## src/rtl/cdg_pkg.sv

```systemverilog
package cdg_pkg;
  localparam int CODE_W = 4;
  localparam int REG_W  = 8;
  localparam logic [REG_W-1:0] UNLOCK_PATTERN = 8'h80;

  typedef struct packed {
    logic              win;
    logic [2:0]        rsv;
    logic [CODE_W-1:0] code;
  } ctl_view_t;

  // Code to shift amount; codes above max_shift fall back to 0 (divide by 1).
  function automatic int unsigned code_to_shift(input logic [CODE_W-1:0] code,
                                                input int unsigned max_shift);
    int unsigned c;
    c = 32'(code);
    if (c <= max_shift) return c;
    return 0;
  endfunction

  function automatic ctl_view_t make_view(input logic win, input logic [CODE_W-1:0] code);
    ctl_view_t v;
    v.win  = win;
    v.rsv  = 3'b000;
    v.code = code;
    return v;
  endfunction
endpackage

```

## src/rtl/cdg_unlock.sv

```systemverilog
module cdg_unlock #(
  parameter int WIN_CYC = 4
) (
  input  logic clk,
  input  logic rst_n,
  input  logic arm_req,
  input  logic commit,
  output logic win_open
);
  localparam int WIN_W = (WIN_CYC > 2) ? $clog2(WIN_CYC) : 1;
  localparam logic [WIN_W-1:0] LEFT_INIT = WIN_W'(WIN_CYC - 1);

  logic [WIN_W-1:0] left;

  always_ff @(posedge clk or negedge rst_n) begin
    if (!rst_n) begin
      win_open <= 1'b0;
      left     <= '0;
    end else if (!win_open) begin
      if (arm_req) begin
        win_open <= 1'b1;
        left     <= LEFT_INIT;
      end
    end else if (commit) begin
      win_open <= 1'b0;
    end else if (left == '0) begin
      win_open <= 1'b0;
    end else begin
      left <= left - 1'b1;
    end
  end
endmodule

```

## src/rtl/cdg_divsel.sv

```systemverilog
module cdg_divsel #(
  parameter int CODE_W   = 4,
  parameter int RST_CODE = 0
) (
  input  logic              clk,
  input  logic              rst_n,
  input  logic              commit,
  input  logic [CODE_W-1:0] new_code,
  output logic [CODE_W-1:0] sel_code
);
  always_ff @(posedge clk or negedge rst_n) begin
    if (!rst_n)      sel_code <= CODE_W'(RST_CODE);
    else if (commit) sel_code <= new_code;
  end
endmodule

```

## src/rtl/cdg_pulse.sv

```systemverilog
module cdg_pulse #(
  parameter int CODE_W    = 4,
  parameter int MAX_SHIFT = 8,
  parameter int RST_CODE  = 0
) (
  input  logic                 clk,
  input  logic                 rst_n,
  input  logic [CODE_W-1:0]    sel_code,
  output logic [MAX_SHIFT-1:0] act_limit,
  output logic                 clk_en
);
  import cdg_pkg::*;
  localparam int CNT_W = MAX_SHIFT;

  function automatic logic [CNT_W-1:0] limit_of(input logic [CODE_W-1:0] code);
    logic [CNT_W:0] one_sh;
    one_sh = (CNT_W+1)'(1) << code_to_shift(code, MAX_SHIFT);
    return CNT_W'(one_sh - 1'b1);
  endfunction

  logic [CNT_W-1:0] cnt;
  logic             terminal;

  assign terminal = (cnt == act_limit);
  assign clk_en   = terminal;

  always_ff @(posedge clk or negedge rst_n) begin
    if (!rst_n) begin
      cnt       <= '0;
      act_limit <= limit_of(CODE_W'(RST_CODE));
    end else if (terminal) begin
      cnt       <= '0;
      act_limit <= limit_of(sel_code);
    end else begin
      cnt <= cnt + 1'b1;
    end
  end
endmodule

```

## src/rtl/clkdiv_guard.sv

```systemverilog
module clkdiv_guard #(
  parameter int          ADDR_W    = 8,
  parameter logic [7:0]  REG_ADDR  = 8'h1C,
  parameter int          WIN_CYC   = 4,
  parameter int          MAX_SHIFT = 8,
  parameter int          RST_CODE  = 0
) (
  input  logic              clk,
  input  logic              rst_n,
  input  logic [ADDR_W-1:0] bus_addr,
  input  logic              bus_wr,
  input  logic [7:0]        bus_wdata,
  output logic [7:0]        bus_rdata,
  output logic              clk_en
);
  import cdg_pkg::*;

  logic                 addr_hit;
  logic                 wr_hit;
  logic                 arm_req;
  logic                 commit;
  logic                 win_open;
  logic [CODE_W-1:0]    sel_code;
  logic [MAX_SHIFT-1:0] act_limit;
  logic                 pure_rearm;

  assign addr_hit   = (bus_addr == ADDR_W'(REG_ADDR));
  assign wr_hit     = addr_hit && bus_wr;
  assign arm_req    = wr_hit && (bus_wdata == UNLOCK_PATTERN);
  assign pure_rearm = bus_wdata[7] && (bus_wdata[CODE_W-1:0] == '0);
  assign commit     = wr_hit && win_open && !pure_rearm;

  cdg_unlock #(.WIN_CYC(WIN_CYC)) u_unlock (
    .clk(clk), .rst_n(rst_n), .arm_req(arm_req), .commit(commit), .win_open(win_open)
  );

  cdg_divsel #(.CODE_W(CODE_W), .RST_CODE(RST_CODE)) u_divsel (
    .clk(clk), .rst_n(rst_n), .commit(commit),
    .new_code(bus_wdata[CODE_W-1:0]), .sel_code(sel_code)
  );

  cdg_pulse #(.CODE_W(CODE_W), .MAX_SHIFT(MAX_SHIFT), .RST_CODE(RST_CODE)) u_pulse (
    .clk(clk), .rst_n(rst_n), .sel_code(sel_code), .act_limit(act_limit), .clk_en(clk_en)
  );

  assign bus_rdata = addr_hit ? make_view(win_open, sel_code) : '0;
endmodule

```

## config.mk

```make
export PLATFORM = sky130hd
export DESIGN_NAME = clkdiv_guard
export DESIGN_NICKNAME = d
export VERILOG_FILES = /design/src/rtl/cdg_pkg.sv /design/src/rtl/cdg_unlock.sv /design/src/rtl/cdg_divsel.sv /design/src/rtl/cdg_pulse.sv /design/src/rtl/clkdiv_guard.sv
export SDC_FILE = /design/constraint.sdc
export NUM_CORES = 1
export LEC_CHECK = 0
export ABC_CLOCK_PERIOD_IN_PS = 2900
export CAP_MARGIN = 25
export CORE_MARGIN = 10
export CORE_UTILIZATION = 40
export CTS_CLUSTER_SIZE = 20
export DETAILED_ROUTE_END_ITERATION = 12
export PLACE_DENSITY = 0.65
export SETUP_SLACK_MARGIN = 0.3
export SLEW_MARGIN = 20
export SYNTH_ARGS = -nofsm -noshare
export SYNTH_HDL_FRONTEND = slang
export SYNTH_SLANG_ARGS = --single-unit
```

## constraint.sdc

```tcl
create_clock -name clk -period 2.9 [get_ports clk]
set_input_delay 0.87 -clock clk [delete_from_list [all_inputs] [get_ports clk]]
set_output_delay 0.87 -clock clk [all_outputs]
set_load 0.01 [all_outputs]
```

Word-level counts from Yosys, hierarchy flattened

Cells that the tools add are included.

Reductions and logical operators: 10
Add/subtract/negate cells: 3
Eq/ne operators: 5
$lt $le $gt $ge: 1
Shift-type cells: 1
Multiplexer cells: 15

Operators with widths:

| cell                   | count |
|---|---|
| $mux W32               | 1 |
| $shl A1 B32 Y8 const A | 1 |
| $mux W8                | 2 |
| $add A8 B1 Y8 const B  | 1 |
| $eq A8 B5 Y1 const B   | 1 |
| $eq A8 B8 Y1           | 1 |
| $eq A8 B8 Y1 const B   | 1 |
| $mux W2                | 4 |
| $mux W4                | 2 |
| $sub A8 B1 Y8 const B  | 1 |
| $mux W1                | 6 |
| $logic_and A1 B1 Y1    | 5 |
| $le A4 B4 Y1 const B   | 1 |
| $logic_not A4 Y1       | 1 |
| $ne A2 B2 Y1 const B   | 2 |
| $reduce_and A3 Y1      | 1 |
| $logic_not A2 Y1       | 1 |
| $reduce_bool A2 Y1     | 1 |
| $sub A2 B1 Y2 const B  | 1 |
| $logic_not A1 Y1       | 1 |

Output and inout bits: 9
Register bits: 23
Word-level logic and storage cells: 40
Bits of input ports: 19

Logic depth before layout (Yosys ltp)

Depth after elaboration: 7
Gate-level depth with buffers: 7
Gate-level depth less buffers: 7

Cells and area by module

Synthesis repeated with hierarchy kept, for this count alone.

Cell total of the unflattened synthesis: 118
Area total of the unflattened synthesis: 1300.0 sq um

Modules (own cells, without submodules):

| module       | cells an instance | area each (sq um) | instances |
|---|---|---|---|
| cdg_pulse    | 80                | 859.6             | 1 |
| cdg_unlock   | 13                | 153.9             | 1 |
| cdg_divsel   | 8                 | 145.1             | 1 |
| clkdiv_guard | 17                | 141.4             | 1 |

Least setup slack after synthesis

Ideal clock, no wire load.

Path type: input to output
From: in bus_addr[5]
To: out bus_rdata[0]
Path slack: 0.016 ns
Required time: 2.030 ns
Cell stages on the path: 3
Arrival: 2.014 ns
Cell sequence: or4b_4 -> nor4_1 -> and2_1

Cells in the longest elaborated chain, start to end: 2

Ends and longest elaborated chain:

| element      | line               | source |
|---|---|---|
| from (decl)  | clkdiv_guard.sv:10 | `input logic [ADDR_W-1:0] bus_addr,` |
| $eq A8 B5 Y1 | clkdiv_guard.sv:27 | `assign addr_hit = (bus_addr == ADDR_W'(REG_ADDR));` |
| $mux W8      | clkdiv_guard.sv:46 | `assign bus_rdata = addr_hit ? make_view(win_open, sel_code) : '0;` |
| to (decl)    | clkdiv_guard.sv:13 | `output logic [7:0] bus_rdata,` |

No other way between the ends.

Final worst setup path

From: in bus_addr[6]
To: out bus_rdata[2]

Same word-level chain as after synthesis.

==> results_dict.tcl <==
set metrics [dict create \
    ys_top_cells_by_area "dfrtp_1, xnor2_1, mux2_2" \
    place_hpwl_mm 2.265 \
    timing.rr.end "u_pulse.act_limit[6]" \
    grt_usage_pct 10.24 \
    setup_tns_ns -0.2297 \
    num_rows 20 \
    period_share_pct 102.0 \
    wl_mm 2.883 \
    avgSynthCellArea_sq_um 10.54 \
    gp_congestion 0.7557 \
    worstPathMaxFanout 4 \
    grt_first_pass_wirelength_mm 5.030 \
    drc 0 \
    reg2regPathDepth 7 \
    hold_depth 1 \
    nets 183 \
    die-area_sq_um 5917 \
    dp_slack_ns -0.8207 \
    vdd_drop_max_uv 184.0 \
    hold_path.class "reg -> reg" \
    status "finished with violations" \
    coreArea_sq_um 3078 \
    grt.met3_usage_pct 1.981 \
    fmax_ghz 0.3382 \
    cp_data_arrival_time_ns 2.09 \
    ys_async_sr_fraction_pct 100.0 \
    via_per_inst 4.765 \
    layout_min_cycle_time_ns 2.957 \
    netlist_area_sq_um 1296 \
    cts.sinks 23 \
    ant_nets 0 \
    grt_antenna_before_repair 0 \
    worstPathRequired_ns 2.03 \
    clock_skew_ns 0.007454 \
    maxCapViolations 0 \
    use_met2_pct 17.96 \
    ys.flop_type "dfrtp_1" \
    path_class "in -> out" \
    syn_inst 123 \
    num_antenna_cells 0 \
    ys_seq_elements 23 \
    start_kind "input pin" \
    die_w_microns 76.93 \
    busiest_layer "met2" \
    cts_tree "yes" \
    ios 28 \
    post-route-util_pct 54.67 \
    slew_violations 0 \
    hold_viol_final 0 \
    drive_above_1_share_pct 27.50 \
    detail_route.iter0.violations 29 \
    yosysWarningCount 0 \
    hold_path_end "u_pulse.act_limit[3]" \
    synth_area_leader_cell "dfrtp_1" \
    grt_max_degree 24 \
    leakage_nw 0.7761 \
    synth_edf_count 0 \
    grt_overflow_total 0 \
    violations "negative setup slack" \
    worst-r2r-setup-slack_ns 1.05 \
    ys_seq_area_share_pct 44.40 \
    die_y_microns 76.93 \
    rr_startpoint "u_divsel.sel_code[2]" \
    cp-end-kind "output pin" \
    cts_hold_buf 0 \
    grt_pass1_vias 1066 \
    synthDistinctLibCells 33 \
    grt_util_met1_pct 12.12 \
    area_growth_pct 29.83 \
    min_from "u_pulse.act_limit[3]" \
    htreeDepth 1 \
    synth_top_area_share_pct 44.40 \
    rsz0062_at_grt "true" \
    setup_ws_ns -0.05672 \
    setup_viol 5 \
    cts_root_buf "clkbuf_4" \
    tritoncts.num_buffers 3 \
    wl_per_cell_microns 14.13 \
    p_total_mw 0.5149 \
    cellPowerDensity_nw_per_um2 306.0 \
    numPortBuffers 24 \
    clkTransAtPathRegs_ns 0.13 \
    num_vias 972 \
    clock_path_buffers 2 \
    initial_core_util_pct 42.11 \
    drtPass1Iterations 3 \
    worstSkewPairLatency_ns 0.31 \
]
timing repair:
action,in CTS,in global routing
pin swaps,4,1
buffers inserted,6,1
setup endpoints to repair,12,6
resized for setup,35,4
layout make-up:
cell class,instances,area (sq um)
fillers,286,1395
multi-input cells,92,699.4
flip-flops and latches,23,576.8
repair buffers,37,309.0
well taps,44,55.05
clock buffers,3,22.52
inverters,4,15.01
clock inverters,1,5.005
placed cells by master (no fill, tap or decap), types with 2 or more instances in the layout:
cell	synthesis	layout
nor2b_1	2	2
clkdlybuf4s50_1	0	14
conb_1	1	3
xor2_1	6	6
nand4_1	2	2
o21ai_0	6	6
nor2_1	12	11
mux2_2	6	6
nor3_1	2	2
inv_1	4	4
nand2_1	4	3
nor4_1	4	2
and3_1	3	3
a21oi_1	2	2
buf_6	1	2
dfrtp_1	23	22
mux2_4	4	4
nand3_1	5	5
clkbuf_4	0	3
and2_1	6	5
o31ai_1	2	2
buf_2	1	6
buf_4	3	13
xnor2_1	10	10
ha_1	3	3
a21boi_0	2	2
flip-flops by register name, summed over array words and instances, names as in the netlist:
register and count:
u_pulse.act_limit 8, u_divsel.sel_code 4, u_unlock.win_open 1, u_unlock.left 2, u_pulse.cnt 8
where the power goes:
part           total (mW)  leakage, nW  internal [mW]  switching (mW)
registers           0.322        0.315          0.321        0.000477
logic              0.0462        0.444         0.0270          0.0192
clock network       0.147       0.0177         0.0514          0.0956
total               0.515        0.776          0.400           0.115
cell usage after synthesis, drive strengths merged, types with 2 or more instances:
cell type and instances:
dfrtp 23, nor2 12, mux2 10, xnor2 10, and2 6, o21ai 6
xor2 6, buf 5, nand3 5, inv 4, nand2 4, nor4 4
and3 3, ha 3, a21boi 2, a21oi 2, nand4 2, nor2b 2
nor3 2, o31ai 2
cell families (layout without fill, tap and decap cells):
kind of cell	count (synthesis)	count (layout)	share of synthesized area, %
AOI/OAI and AO/OA	16	16	7.819
buffers and inverters	10	45	4.439
adders and majority gates	3	3	2.896
DFF	23	23	44.40
other	1	3	0.2893
muxes	10	10	9.845
and+or+nand+nor	44	44	19.50
xor gates and xnor gates	16	16	10.81
metrics by stage:
stage / cell area [sq um] / cells / hold WS (ns)
floorplan: 1319 / 125 / 0.4975
global placement: 1617 / 193 / 0.5199
detailed placement: 1617 / 193 / 0.5206
CTS: 1658 / 203 / 0.5515
global route: 1683 / 204 / 0.5793
finish: 1683 / 204 / 0.5449
metal layers:
layer | share of wire [%] | up-vias
met1 | 44 | 469
met4 | 0.73 | 0
li1 | - | 497
met2 | 53 | 4
met5 | 0 | -
met3 | 2.0 | 2
critical path: stages:
cell and delay, ns:
buf_6 0.09, or4b_4 0.55, nor4_4 0.18, buf_4 0.17
and2_1 0.12, buf_2 0.13
worst max path at each step:
stage                     start      endpoint  slack [ns]  cells past startpoint
finish              bus_addr[6]  bus_rdata[2]       -0.06                      6
global route        bus_addr[6]  bus_rdata[0]       -0.10                      6
CTS                 bus_addr[6]  bus_rdata[0]       -0.03                      6
detailed placement  bus_addr[5]  bus_rdata[1]       -0.82                      5
global placement    bus_addr[5]  bus_rdata[2]       -0.76                      5
floorplan           bus_addr[5]  bus_rdata[0]        0.14                      3
Note: power is estimated with default switching activity, not from simulation.
